**src/rtl/wake_seq_pkg.sv**
```systemverilog
package wake_seq_pkg;

  typedef enum logic [2:0] {
    ST_RUN    = 3'd0,
    ST_SLEEP  = 3'd1,
    ST_OST    = 3'd2,
    ST_RESUME = 3'd3,
    ST_DUMMY  = 3'd4
  } wake_state_e;

  localparam int unsigned MODE_W = 3;

  localparam logic PC_SEL_INC = 1'b0;
  localparam logic PC_SEL_VEC = 1'b1;

  // codes 0..2 are crystal-type oscillators that need a start-up count
  localparam logic [MODE_W-1:0] MODE_XTAL_MAX = 3'd2;

  function automatic logic mode_needs_ost(logic [MODE_W-1:0] mode);
    return (mode <= MODE_XTAL_MAX);
  endfunction

endpackage

```
**src/rtl/wake_phase_gen.sv**
```systemverilog
module wake_phase_gen #(
  parameter int unsigned PHASES = 4,
  localparam int unsigned PH_W  = (PHASES > 1) ? $clog2(PHASES) : 1
) (
  input  logic            clk_i,
  input  logic            rst_ni,
  output logic [PH_W-1:0] phase_o,
  output logic            last_o
);

  logic [PH_W-1:0] ph_q;

  always_ff @(posedge clk_i or negedge rst_ni) begin
    if (!rst_ni)                          ph_q <= '0;
    else if (ph_q == PH_W'(PHASES - 1))   ph_q <= '0;
    else                                  ph_q <= ph_q + 1'b1;
  end

  assign phase_o = ph_q;
  assign last_o  = (ph_q == PH_W'(PHASES - 1));

  a_r1_phase_wrap: assert property (@(posedge clk_i) disable iff (!rst_ni)
    last_o |=> (phase_o == '0));

  a_r1_phase_range: assert property (@(posedge clk_i) disable iff (!rst_ni)
    (32'(phase_o) < PHASES));

endmodule

```
**src/rtl/wake_ost_timer.sv**
```systemverilog
module wake_ost_timer #(
  parameter int unsigned OST_CYCLES = 1024,
  localparam int unsigned CNT_W     = $clog2(OST_CYCLES + 1)
) (
  input  logic clk_i,
  input  logic rst_ni,
  input  logic start_i,
  input  logic en_i,
  output logic done_o
);

  logic [CNT_W-1:0] cnt_q;
  logic             at_end;

  assign at_end = (cnt_q == CNT_W'(OST_CYCLES - 1));

  always_ff @(posedge clk_i or negedge rst_ni) begin
    if (!rst_ni)              cnt_q <= '0;
    else if (start_i)         cnt_q <= '0;
    else if (en_i && !at_end) cnt_q <= cnt_q + 1'b1;
  end

  assign done_o = at_end;

  a_r4_cnt_bound: assert property (@(posedge clk_i) disable iff (!rst_ni)
    (32'(cnt_q) <= OST_CYCLES - 1));

  a_r4_start_clears: assert property (@(posedge clk_i) disable iff (!rst_ni)
    start_i |=> (cnt_q == '0));

endmodule

```
**src/rtl/wake_fsm.sv**
```systemverilog
module wake_fsm
  import wake_seq_pkg::*;
(
  input  logic              clk_i,
  input  logic              rst_ni,
  input  logic              last_i,
  input  logic              sleep_i,
  input  logic              int_flag_i,
  input  logic              gie_i,
  input  logic [MODE_W-1:0] clk_mode_i,
  input  logic              ost_done_i,
  output logic              ost_start_o,
  output logic              ost_en_o,
  output logic              run_o,
  output logic              pc_sel_o,
  output logic              dummy_o
);

  wake_state_e state_q, state_d;
  logic        gie_q, gie_d;
  logic        wake_hit;

  assign wake_hit = (state_q == ST_SLEEP) && last_i && int_flag_i;

  always_comb begin
    state_d = state_q;
    gie_d   = gie_q;
    unique case (state_q)
      ST_RUN:    if (last_i && sleep_i) state_d = ST_SLEEP;
      ST_SLEEP:  if (wake_hit) begin
                   gie_d   = gie_i;
                   state_d = mode_needs_ost(clk_mode_i) ? ST_OST : ST_RESUME;
                 end
      ST_OST:    if (last_i && ost_done_i) state_d = ST_RESUME;
      ST_RESUME: if (last_i) state_d = gie_q ? ST_DUMMY : ST_RUN;
      ST_DUMMY:  if (last_i) state_d = ST_RUN;
      default:   state_d = ST_RUN;
    endcase
  end

  always_ff @(posedge clk_i or negedge rst_ni) begin
    if (!rst_ni) begin
      state_q <= ST_RUN;
      gie_q   <= 1'b0;
    end else begin
      state_q <= state_d;
      gie_q   <= gie_d;
    end
  end

  assign ost_start_o = wake_hit && mode_needs_ost(clk_mode_i);
  assign ost_en_o    = (state_q == ST_OST);
  assign run_o       = (state_q == ST_RUN) || (state_q == ST_RESUME) || (state_q == ST_DUMMY);
  assign dummy_o     = (state_q == ST_DUMMY);
  assign pc_sel_o    = (state_q == ST_DUMMY) ? PC_SEL_VEC : PC_SEL_INC;

  a_r2_sleep_entry: assert property (@(posedge clk_i) disable iff (!rst_ni)
    ((state_q == ST_RUN) && last_i && sleep_i) |=> !run_o);

  a_r3_resume_on_boundary: assert property (@(posedge clk_i) disable iff (!rst_ni)
    $rose(run_o) |-> $past(last_i));

  a_r4_ost_holds: assert property (@(posedge clk_i) disable iff (!rst_ni)
    ((state_q == ST_OST) && !ost_done_i) |=> !run_o);

  a_r7_dummy_after_exec: assert property (@(posedge clk_i) disable iff (!rst_ni)
    $rose(dummy_o) |-> $past(run_o && !dummy_o));

  a_r8_dummy_needs_gie: assert property (@(posedge clk_i) disable iff (!rst_ni)
    $rose(dummy_o) |-> gie_q);

  a_r10_quiet_asleep: assert property (@(posedge clk_i) disable iff (!rst_ni)
    !run_o |-> !dummy_o && (pc_sel_o == PC_SEL_INC));

  a_r11_no_sleep_in_wake: assert property (@(posedge clk_i) disable iff (!rst_ni)
    ((state_q == ST_RESUME) && last_i && sleep_i) |=> run_o);

endmodule

```
**src/rtl/wake_sequencer.sv**
```systemverilog
module wake_sequencer
  import wake_seq_pkg::*;
#(
  parameter int unsigned PHASES     = 4,
  parameter int unsigned OST_CYCLES = 1024,
  localparam int unsigned PH_W      = (PHASES > 1) ? $clog2(PHASES) : 1
) (
  input  logic       clk_i,
  input  logic       rst_ni,
  input  logic       sleep_i,
  input  logic       int_flag_i,
  input  logic       gie_i,
  input  logic [2:0] clk_mode_i,
  output logic       run_o,
  output logic       pc_sel_o,
  output logic       dummy_o
);

  logic [PH_W-1:0] phase;
  logic            last;
  logic            ost_start, ost_en, ost_done;

  wake_phase_gen #(.PHASES(PHASES)) i_phase (
    .clk_i   (clk_i),
    .rst_ni  (rst_ni),
    .phase_o (phase),
    .last_o  (last)
  );

  wake_ost_timer #(.OST_CYCLES(OST_CYCLES)) i_ost (
    .clk_i   (clk_i),
    .rst_ni  (rst_ni),
    .start_i (ost_start),
    .en_i    (ost_en),
    .done_o  (ost_done)
  );

  wake_fsm i_fsm (
    .clk_i       (clk_i),
    .rst_ni      (rst_ni),
    .last_i      (last),
    .sleep_i     (sleep_i),
    .int_flag_i  (int_flag_i),
    .gie_i       (gie_i),
    .clk_mode_i  (clk_mode_i),
    .ost_done_i  (ost_done),
    .ost_start_o (ost_start),
    .ost_en_o    (ost_en),
    .run_o       (run_o),
    .pc_sel_o    (pc_sel_o),
    .dummy_o     (dummy_o)
  );

  // a dummy cycle is always a whole instruction cycle wide
  a_r7_dummy_len: assert property (@(posedge clk_i) disable iff (!rst_ni)
    ($rose(dummy_o) && (PHASES > 1)) |-> (phase == '0));

  a_r6_reset_run: assert property (@(posedge clk_i)
    !rst_ni |-> run_o && !dummy_o);

endmodule

```
**config.mk**
```make
export PLATFORM = sky130hd
export DESIGN_NAME = wake_sequencer
export DESIGN_NICKNAME = d
export VERILOG_FILES = /design/src/rtl/wake_seq_pkg.sv /design/src/rtl/wake_phase_gen.sv /design/src/rtl/wake_ost_timer.sv /design/src/rtl/wake_fsm.sv /design/src/rtl/wake_sequencer.sv
export SDC_FILE = /design/constraint.sdc
export NUM_CORES = 1
export LEC_CHECK = 0
export BUFFER_PORTS_ARGS = -buffer_cell sky130_fd_sc_hd__buf_4
export CORE_UTILIZATION = 50
export CTS_BUF_LIST = sky130_fd_sc_hd__clkbuf_16
export DETAILED_ROUTE_END_ITERATION = 10
export GPL_TIMING_DRIVEN = 1
export PLACE_DENSITY = 0.75
export SETUP_SLACK_MARGIN = 0.05
export SLEW_MARGIN = 20
export SYNTH_ARGS = -nofsm -noshare
export SYNTH_HDL_FRONTEND = slang
export SYNTH_SLANG_ARGS = --single-unit
```
**constraint.sdc**
```tcl
create_clock -name clk_i -period 2.1 [get_ports clk_i]
set_clock_uncertainty 0.1 [all_clocks]
set_input_delay 0.105 -clock clk_i [delete_from_list [all_inputs] [get_ports clk_i]]
set_output_delay 0.105 -clock clk_i [all_outputs]
set_load 0.01 [all_outputs]
```
# Word-level counts from Yosys, hierarchy flattened
# Cells that the tools add are included.
# totals
register_bits,17
input_bits,8
ramBits,0
mem_count,0
output_inout_bits,3
latchBits,0
mem_bits_ro,0
wordCells,43
# op_classes
div,0
mul,0
n_eq_ne,11
n_bitwise,0
muxes,12
order_cmp,1
n_reduce_logical,13
shift,0
addsub,2
# ops
operator,count
11-bit two-way mux,2
3-bit two-way mux,6
3-bit case mux with 5 select lines,1
11-bit by 1-bit adder with 11-bit output (second input constant),1
11-bit by 10-bit equality test with 1-bit output (second input constant),1
2-bit by 1-bit != test with 1-bit output (second input constant),5
3-bit by 2-bit equality test with 1-bit output (second input constant),2
1-bit logical AND,6
5-bit AND reduction,1
3-bit by 1-bit equality test with 1-bit output (second input constant),1
3-bit equality test (second input constant),1
3-bit by 2-bit less-or-equal comparator with 1-bit output (second input constant),1
3-bit zero test,1
2-bit by 1-bit adder with 2-bit output (second input constant),1
2-bit equality test (second input constant),1
1-bit logical OR,2
1-bit two-way mux,2
2-bit two-way mux,1
2-bit AND reduction,1
2-bit nonzero test,1
1-bit zero test,1

# Logic depth before layout (Yosys ltp)
# Gate-level depths: netlist of the first run.
# depth
depth_word,5
depth_mapped,5
depth_no_buf,5

# By module
# From an unflattened synthesis of the first run, not the netlist that was laid out.
# unflattened
hier_cells,106
area_unflattened_um2,1031.0
# modules_own_cells
module,cells_each,seq_area_each_um2,area_each_um2,n_inst
wake_ost_timer,69,275.3,654.4,1
wake_fsm,33,100.1,310.3,1
wake_phase_gen,4,50.0,66.3,1

# Least setup slack after synthesis of the first run
# No wires, ideal clock.
# synth_path
path_type,reg-to-reg
start,reg i_fsm.state_q[0]
end,reg i_ost.cnt_q[7]
setup_time_ns,0.077
required_ns,1.923
t_arrival_ns,1.815
path_slack_ns,0.107
stages_incl_launch_ff,6
n_path_buf,1
synth_period_minus_slack_ns,1.993
path_cell_list,dfrtp_1 -> buf_6 -> or3b_4 -> or4_1 -> or3_1 -> a21oi_1
# synth_via
elab_chain_len,5
elab_cells_between_ends,8
classes_between,2 x eq/ne; 1 x mux; 5 x reduce/logical
# synth_lines
item,line_no,source
from (decl),wake_fsm.sv:19,"wake_state_e state_q, state_d;"
from (signal assigned),wake_fsm.sv:46,state_q <= state_d;
3-bit by 1-bit equality test with 1-bit output,wake_fsm.sv:23,assign wake_hit = (state_q == ST_SLEEP) && last_i && int_flag_i;
1-bit logical AND (2 in series),wake_fsm.sv:23,
1-bit logical AND,wake_fsm.sv:51,assign ost_start_o = wake_hit && mode_needs_ost(clk_mode_i);
11-bit two-way mux / 2-bit nonzero test (equally long branches),-,
to (signal assigned),wake_ost_timer.sv:20,else if (en_i && !at_end) cnt_q <= cnt_q + 1'b1;
to (decl),wake_ost_timer.sv:12,logic [CNT_W-1:0] cnt_q;
# Parallel ways exist; a longest one is shown, timed or not.
# A chain may end at the register's enable or synchronous reset.

# Final worst setup path of the first run
# Ends and elaborated chain as after synthesis.

==> results of run 1 <==
-- how the worst max path moves through the flow --
stage | depth (start not counted) | end | slack [ns]
2_1_floorplan | 5 | i_ost.cnt_q[7] | 0.11
3_3_place_gp | 4 | i_ost.cnt_q[7] | 0.21
3_5_place_dp | 4 | i_ost.cnt_q[7] | 0.15
4_1_cts | 4 | i_ost.cnt_q[7] | 0.14
5_1_grt | 5 | i_fsm.state_q[0] | 0.08
6_report | 4 | i_ost.cnt_q[7] | 0.15
-- where the power goes --
part           switching (µW)  internal (µW)  leakage (µW)  total (µW)
registers                 129            449      0.000211         578
logic                     246            237      0.000244         483
clock network             134            255     0.0000409         389
-- critical path: stages (launching register included) --
cell and delay [ns]:
dfrtp_1 0.38, or3b_4 0.41, or4_1 0.54, or3_1 0.31, a21oi_1 0.14
-- state kept, by name (all words and copies together) (netlist names) --
| signal | flops |
|---|---|
| i_fsm.state_q | 3 |
| i_ost.cnt_q | 11 |
| i_fsm.gie_q | 1 |
| i_phase.phase_o | 2 |
-- metal layers --
layer  track usage (%)  up-vias  part of all wire, %
li1                  -      386                    -
met1             32.89      386                   45
met2             34.71       25                   47
met3             6.000        8                  5.4
met4             12.73        0                  2.2
met5                 0        -                    0
-- per-stage QoR --
step	instances	power, µW
detailed placement	132	1054
global placement	132	1012
finish	138	1450
global route	138	1539
CTS	138	1453
floorplan	96	896.9
-- cells in the final DEF, fill, tap and decap left out, types with 4 or more instances in the layout --
master and n:
dfrtp_1 17, buf_4 15, nor2_1 6, nand2_1 11
a21oi_1 8, nand3_1 5, mux2i_1 4, or3_1 4
o21ai_0 6
-- area by class of cell --
cell class                      count  area share, %
Timing Repair Buffer               17          11.70
Multi-Input combinational cell     72          39.96
Clock inverter                      1         0.4415
Clock buffer                        3          6.623
Tap cell                           25          2.759
Sequential cell                    17          37.53
Inverter                            3         0.9934
-- kinds of logic (layout without fill, tap and decap cells) --
logic type	Yosys count	in the layout	share of synthesized area [%]
compound gates	21	21	13.88
flops	17	17	46.26
buf+inv	7	24	4.489
fa+ha+maj	2	2	2.721
mux	6	6	6.803
simple gates	43	43	25.85
==> impl_metrics.env, run 1 <==
export IMPL_status="finished, final reports clean"
export IMPL_cp_max_fo=3
export IMPL_end_kind="register"
export IMPL_clock_latency_ns=0.25
export IMPL_fill_cells=145
export IMPL_slew_viol_final=0
export IMPL_portBuffers=10
export IMPL_synth_nets=106
export IMPL_max_freq_ghz=0.5117
export IMPL_grt_overflow_total=0
export IMPL_grt_pass1_vias=711
export IMPL_clock_sinks=17
export IMPL_min_period_over_period_pct=93.07
export IMPL_ant_nets=0
export IMPL_rows=15
export IMPL_post_cts_buffers=0
export IMPL_dieArea_um2=2015
export IMPL_synth_area_leaders="dfrtp_1 46%, nand2_1 4.5%, a21oi_1 4.4%"
export IMPL_ys_seq_elements=17
export IMPL_fin_area_um2=1134
export IMPL_place_area_um2=1033
export IMPL_synthCells=96
export IMPL_cts_root_buf="clkbuf_16"
export IMPL_period_needed_ns=1.954
export IMPL_start_util_pct=53.26
export IMPL_hold_path_class="input port to asynchronous set/reset pin"
export IMPL_yosys_most_used_dff="dfrtp_1"
export IMPL_coreArea_um2=1727
export IMPL_clkTransAtPathRegs_ns=0.05
export IMPL_relSlewSlack_pct=68.28
export IMPL_reg2reg_slack_ns=0.15
export IMPL_powerDensity_nw_per_um2=1279
export IMPL_r2r_end="i_ost.cnt_q[7]"
export IMPL_r2r_start="i_fsm.state_q[0]"
export IMPL_avgRoutedWirePerCell_um=14.76
export IMPL_clk_path_buf_depth=2
export IMPL_setup_tns_final_ns=0
export IMPL_place_congestion=0.8555
export IMPL_drt_first_pass_iters=4
export IMPL_maxCapViolations=0
export IMPL_cts_tree="yes"
export IMPL_drt_first_iter_violations=33
export IMPL_dp_slack_ns=0.1535
export IMPL_hold_violations=0
export IMPL_syn_area_um2=919.6
export IMPL_utilization_pct=65.65
export IMPL_fp_dieW_um=44.89
export IMPL_vdd_drop_max_uv=812.1
export IMPL_layout_drive_gt1_share_pct=23.01
export IMPL_async_flop_share_pct=100.0
export IMPL_cts_buffers_inserted=3
export IMPL_grt_antenna_before_repair=0
export IMPL_ys_seq_area_share_pct=46.26
export IMPL_synth_most_common_cell="dfrtp_1"
export IMPL_grt_use_total_pct=23.85
export IMPL_die_y_um=44.89
export IMPL_critPathLaunch="i_fsm.state_q[0]"
export IMPL_crit_path_start_kind="register"
export IMPL_regArea_um2=425.4
export IMPL_rsz0062_at_grt="false"
export IMPL_avgSynthCellArea_um2=9.580
export IMPL_hold_ws_ns=0.1558
export IMPL_drc=0
export IMPL_htree_levels=1
export IMPL_detail_route_wirelength_um=2037
export IMPL_tightestPinTransition_ns=0.4721
export IMPL_synth_warnings=0
export IMPL_r2r_cells=4
export IMPL_hold_buffers=2
export IMPL_crit_arrival_ns=2.03
export IMPL_detail_route_vias_per_cell=5.833
export IMPL_synthDistinctLibCells=34
export IMPL_layout_nets=124
export IMPL_synthTopCellsByCount="17 x dfrtp_1, 11 x nand2_1, 8 x a21oi_1, 6 x nor2_1, 6 x o21ai_0"
export IMPL_cts_resized=0
export IMPL_setup_viol_count_final=0
export IMPL_diodes=0
export IMPL_leakage_uw=0.0004953
export IMPL_final_setup_worst_slack_ns=0.1456
export IMPL_via_count=805
export IMPL_syn_to_final_growth_pct=23.27
export IMPL_synth_edf_count=0
export IMPL_dp_hpwl_um=1440
export IMPL_netlist_top_cell_by_area="dfrtp_1"
export IMPL_path_class="register to register"
export IMPL_grt_pass1_wl_um=3284
export IMPL_synth_top_cell_area_share_pct=46.26
export IMPL_multi_input_area_um2=452.9
export IMPL_cp_data_required_time_ns=2.18
export IMPL_grt_max_degree=18
export IMPL_io_pins=11
Note: power is estimated with default switching activity, not from simulation.
==> run 2, diff against run 1 <==
Settings changed: CORE_UTILIZATION 50 to 53, CTS_BUF_LIST sky130_fd_sc_hd__clkbuf_16 to sky130_fd_sc_hd__clkbuf_4, PLACE_DENSITY 0.75 to 0.79.
Clock period 2.1 ns to 1.69 ns, I/O delays scaled along.
==> impl_metrics.env, run 2 (synthesis results as in run 1) <==
export IMPL_setup_viol_count_final=2
export IMPL_grt_antenna_before_repair=0
export IMPL_relSlewSlack_pct=75.23
export IMPL_hold_path_class="input port to asynchronous set/reset pin"
export IMPL_cp_data_required_time_ns=1.83
export IMPL_start_util_pct=58.99
export IMPL_detail_route_vias_per_cell=6.078
export IMPL_hold_ws_ns=0.07578
export IMPL_coreArea_um2=1559
export IMPL_fill_cells=100
export IMPL_via_count=857
export IMPL_grt_overflow_total=0
export IMPL_dp_hpwl_um=1487
export IMPL_syn_to_final_growth_pct=33.61
export IMPL_top_register="i_ost.cnt_q"
export IMPL_status="finished, violations left"
export IMPL_cts_tree="yes"
export IMPL_cp_max_fo=3
export IMPL_maxCapViolations=0
export IMPL_final_setup_worst_slack_ns=-0.1133
export IMPL_largest_reg_flops=11
export IMPL_grt_use_total_pct=25.37
export IMPL_layout_nets=136
export IMPL_diodes=0
export IMPL_clock_sinks=17
export IMPL_tightestPinTransition_ns=0.3716
export IMPL_crit_arrival_ns=1.94
export IMPL_die_y_um=43.66
export IMPL_avgRoutedWirePerCell_um=15.95
export IMPL_critPathLaunch="i_fsm.state_q[0]"
export IMPL_rows=14
export IMPL_powerDensity_nw_per_um2=1448
export IMPL_crit_path_start_kind="register"
export IMPL_r2r_cells=4
export IMPL_violations="setup timing"
export IMPL_grt_pass1_wl_um=3477
export IMPL_clkTransAtPathRegs_ns=0.10
export IMPL_max_freq_ghz=0.5545
export IMPL_drc=0
export IMPL_drt_first_pass_iters=4
export IMPL_cts_root_buf="clkbuf_4"
export IMPL_leakage_uw=0.0005492
export IMPL_htree_levels=1
export IMPL_slew_viol_final=0
export IMPL_portBuffers=10
export IMPL_min_period_over_period_pct=106.7
export IMPL_fp_dieW_um=43.66
export IMPL_drt_first_iter_violations=17
export IMPL_layout_drive_gt1_share_pct=40.00
export IMPL_rsz0062_at_grt="true"
export IMPL_cts_buffers_inserted=3
export IMPL_crit_end="i_ost.cnt_q[7]"
export IMPL_io_pins=11
export IMPL_reg2reg_slack_ns=-0.11
export IMPL_mostFrequentLayoutCell="buf_4"
export IMPL_power_uw=1779
export IMPL_final_cell_mix="26 x buf_4, 17 x dfrtp_1, 11 x nand2_1"
export IMPL_period_needed_ns=1.803
export IMPL_r2r_start="i_fsm.state_q[0]"
export IMPL_clk_path_buf_depth=2
export IMPL_vdd_drop_max_uv=916.4
export IMPL_fin_cells=141
export IMPL_path_class="register to register"
export IMPL_grt_pass1_vias=776
export IMPL_end_kind="register"
export IMPL_dieArea_um2=1906
export IMPL_place_congestion=0.8237
export IMPL_ant_nets=0
export IMPL_grt_max_degree=18
export IMPL_detail_route_wirelength_um=2249
export IMPL_r2r_end="i_ost.cnt_q[7]"
export IMPL_clock_latency_ns=0.30
export IMPL_hold_violations=0
export IMPL_dp_cells=132
[run 2: cell count changes in the layout (fill, tap and decap cells not counted), moves of 2 or more]
cell / change
clkbuf_4: +3
a21oi_2: +2
or3_4: +2
buf_4: +11
clkbuf_16: -3
a21oi_1: -2
nand3_1: -3
nand3_2: +3
or3_1: -2
[run 2: what timing repair did]
action | CTS | global route
buffers inserted | 0 | 3
hold buffers | 2 | 0
resized for setup | 1 | 13
gates cloned | 0 | 0
pin swaps | 1 | 11
hold endpoints to repair | 18 | 0
endpoints found under the setup margin | 5 | 8
[run 2: per-layer routing]
layer | global-route usage [%] | share of wire (%) | vias to the layer above
met2 | 39.40 | 46 | 31
li1 | - | - | 413
met1 | 34.52 | 47 | 408
met3 | 5.000 | 5.7 | 5
met5 | 0 | 0 | -
met4 | 11.25 | 1.8 | 0
[run 2: how the worst min path moves through the flow]
stage | to | slack (ns) | depth (start not counted)
after floorplan | i_fsm.gie_q | -0.31 | 0
after global placement | i_ost.cnt_q[7] | -0.14 | 1
final | i_ost.cnt_q[7] | 0.08 | 2
after detailed placement | i_fsm.state_q[0] | -0.14 | 1
after global routing | i_ost.cnt_q[1] | 0.09 | 2
after CTS | i_ost.cnt_q[7] | 0.07 | 2
[run 2: layout make-up]
| class | count | area, µm² | area share (%) |
|---|---|---|---|
| Multi-Input combinational cell | 72 | 518.0 | 42.16 |
| Sequential cell | 17 | 425.4 | 34.62 |
| Timing Repair Buffer | 29 | 226.5 | 18.43 |
| Clock buffer | 3 | 22.52 | 1.833 |
| Tap cell | 16 | 20.02 | 1.629 |
| Inverter | 3 | 11.26 | 0.9165 |
| Clock inverter | 1 | 5.005 | 0.4073 |
[run 2: stage by stage]
stage	utilization (%)	setup WS [ns]	area (µm²)	TNS, ns
2_1_floorplan	-	-0.2345	933.4	-0.3817
3_3_place_gp	70.79	-0.1299	1104	-0.1665
3_5_place_dp	70.79	-0.1651	1104	-0.2223
4_1_cts	74.16	-0.1066	1156	-0.1822
5_1_grt	78.81	-0.1635	1229	-0.3354
6_report	78.81	-0.1133	1229	-0.1839
[run 2: where the power goes]
group          internal (µW)  switching (µW)
Combinational            451             420
Clock                   88.4             135
Sequential               555             130
Total                   1090             685
[run 2: critical path: stages (launching register included)]
cell	delay, ns
dfrtp_1	0.39
or3b_4	0.41
or4_4	0.41
or3_1	0.31
a21oi_1	0.12
==> run 3, diff against run 2 <==
Settings changed: CORE_UTILIZATION 53 to 51, PLACE_DENSITY 0.79 to 0.76.
==> impl_metrics.env, run 3 (synthesis results as in run 1) <==
export IMPL_cts_buffers_inserted=3
export IMPL_clock_latency_ns=0.30
export IMPL_critPathLaunch="i_fsm.state_q[0]"
export IMPL_rsz0062_at_grt="true"
export IMPL_dp_slack_ns=-0.1728
export IMPL_p_switching_uw=659.8
export IMPL_cp_max_fo=2
export IMPL_mostFrequentLayoutCell="buf_4"
export IMPL_utilization_pct=76.92
export IMPL_final_cell_mix="25 x buf_4, 16 x dfrtp_1, 11 x nand2_1, 7 x a21oi_1, 5 x o21ai_0"
export IMPL_io_pins=11
export IMPL_critPathTopFamily="simple AND/OR/NAND/NOR gates"
export IMPL_drt_first_pass_iters=4
export IMPL_violations="setup timing"
export IMPL_status="finished, violations left"
export IMPL_maxCapViolations=0
export IMPL_place_congestion=0.8391
export IMPL_fill_cells=111
export IMPL_period_needed_ns=1.844
export IMPL_die_y_um=44.47
export IMPL_vdd_drop_max_uv=974.7
export IMPL_largest_reg_flops=11
export IMPL_fin_area_um2=1226
export IMPL_grt_pass1_wl_um=3643
export IMPL_powerDensity_nw_per_um2=1417
export IMPL_end_kind="register"
export IMPL_diodes=0
export IMPL_rows=14
export IMPL_clockPowerShare_pct=13.2
export IMPL_place_area_um2=1106
export IMPL_htree_levels=1
export IMPL_ant_nets=0
export IMPL_grt_pass1_vias=831
export IMPL_layout_nets=134
export IMPL_slowest_stage="or4_4"
export IMPL_tightestPinTransition_ns=0.3041
export IMPL_drt_first_iter_violations=25
export IMPL_portBuffers=10
export IMPL_crit_buf_inv=0
export IMPL_clock_sinks=17
export IMPL_avgRoutedWirePerCell_um=15.65
export IMPL_r2r_start="i_fsm.state_q[0]"
export IMPL_path_class="register to register"
export IMPL_grt_max_degree=18
export IMPL_drc=0
export IMPL_pwr_share_comb_pct=46.9
export IMPL_grt_antenna_before_repair=0
export IMPL_via_count=861
export IMPL_cts_root_buf="clkbuf_4"
export IMPL_cts_tree="yes"
export IMPL_hold_path_class="input port to asynchronous set/reset pin"
export IMPL_p_sw_share_pct=37.97
export IMPL_clk_path_buf_depth=2
export IMPL_dieArea_um2=1977
export IMPL_p_int_uw=1078
export IMPL_cp_data_required_time_ns=1.82
export IMPL_power_uw=1738
export IMPL_slew_viol_final=0
export IMPL_relSlewSlack_pct=79.73
export IMPL_final_setup_worst_slack_ns=-0.1539
export IMPL_grt_overflow_total=0
export IMPL_top_register="i_ost.cnt_q"
export IMPL_syn_to_final_growth_pct=33.33
export IMPL_start_util_pct=57.69
export IMPL_coreArea_um2=1594
export IMPL_cp_cell_sequence="or3b_4 -> or4_4 -> or3_4 -> a21oi_2"
export IMPL_p_seq_share_pct=39.9
export IMPL_detail_route_vias_per_cell=5.857
export IMPL_grt_use_total_pct=26.52
export IMPL_dp_hpwl_um=1619
export IMPL_detail_route_wirelength_um=2301
export IMPL_hold_violations=0
export IMPL_min_period_over_period_pct=109.1
export IMPL_crit_path_start_kind="register"
export IMPL_leakage_uw=0.0005410
export IMPL_reg2reg_slack_ns=-0.15
export IMPL_setup_viol_count_final=4
export IMPL_fp_dieW_um=44.47
export IMPL_max_freq_ghz=0.5423
export IMPL_clkTransAtPathRegs_ns=0.10
export IMPL_crit_arrival_ns=1.98
export IMPL_layout_drive_gt1_share_pct=39.02
export IMPL_crit_path_max_incr_delay_ns=0.43
run 3: final timing paths:
path | end | depth (start not counted)
hold reg to reg | i_phase.phase_o[0] | 1
hold / removal | i_fsm.state_q[0] | 2
setup reg to reg | i_ost.cnt_q[7] | 4
setup / recovery | i_ost.cnt_q[7] | 4
min in group clk_i | i_fsm.state_q[1] | 4
max in group asynchronous | i_ost.cnt_q[9] | 2
run 3: timing repair:
action	in CTS	in global routing
gates resized for setup	5	9
hold buffers	2	0
endpoints found under the setup margin	6	12
setup buffers	2	1
pin swaps	9	2
hold endpoints to repair	18	0
run 3: layout make-up:
type / instances / area [µm²] / share of cell area [%]
inverter: 3 / 11.26 / 0.9184
multi-input combinational: 72 / 520.5 / 42.45
timing repair buffer: 27 / 207.7 / 16.94
sequential: 17 / 426.7 / 34.80
clock buffer: 4 / 30.03 / 2.449
tap: 24 / 30.03 / 2.449
run 3: power by group through the flow:
stage | registers (µW) | logic [µW] | clock network, µW
after global routing | 705 | 899 | 257
after detailed placement | 686 | 710 | 0
final | 693 | 816 | 230
after global placement | 673 | 679 | 0
after floorplan | 673 | 452 | 0
after CTS | 677 | 754 | 239
run 3: worst register-to-register path: stages (launching register included):
cell,delay (ns)
dfrtp_1,0.39
or3b_4,0.41
or4_4,0.43
or3_4,0.34
a21oi_2,0.12
run 3: through the flow:
| step | TNS, ns | hold slack [ns] | cells |
|---|---|---|---|
| global placement | -0.1621 | -0.1446 | 139 |
| finish | -0.3181 | 0.08375 | 147 |
| global route | -0.5292 | 0.09466 | 147 |
| detailed placement | -0.2336 | -0.1398 | 139 |
| CTS | -0.2959 | 0.07292 | 146 |
| floorplan | -0.3817 | -0.3111 | 96 |
run 3: routing by layer:
metal | GRT usage (%) | share of wire (%)
met3 | 6.939 | 4.3
met1 | 33.16 | 46
met2 | 42.35 | 48
met4 | 13.33 | 1.5
met5 | 0 | 0
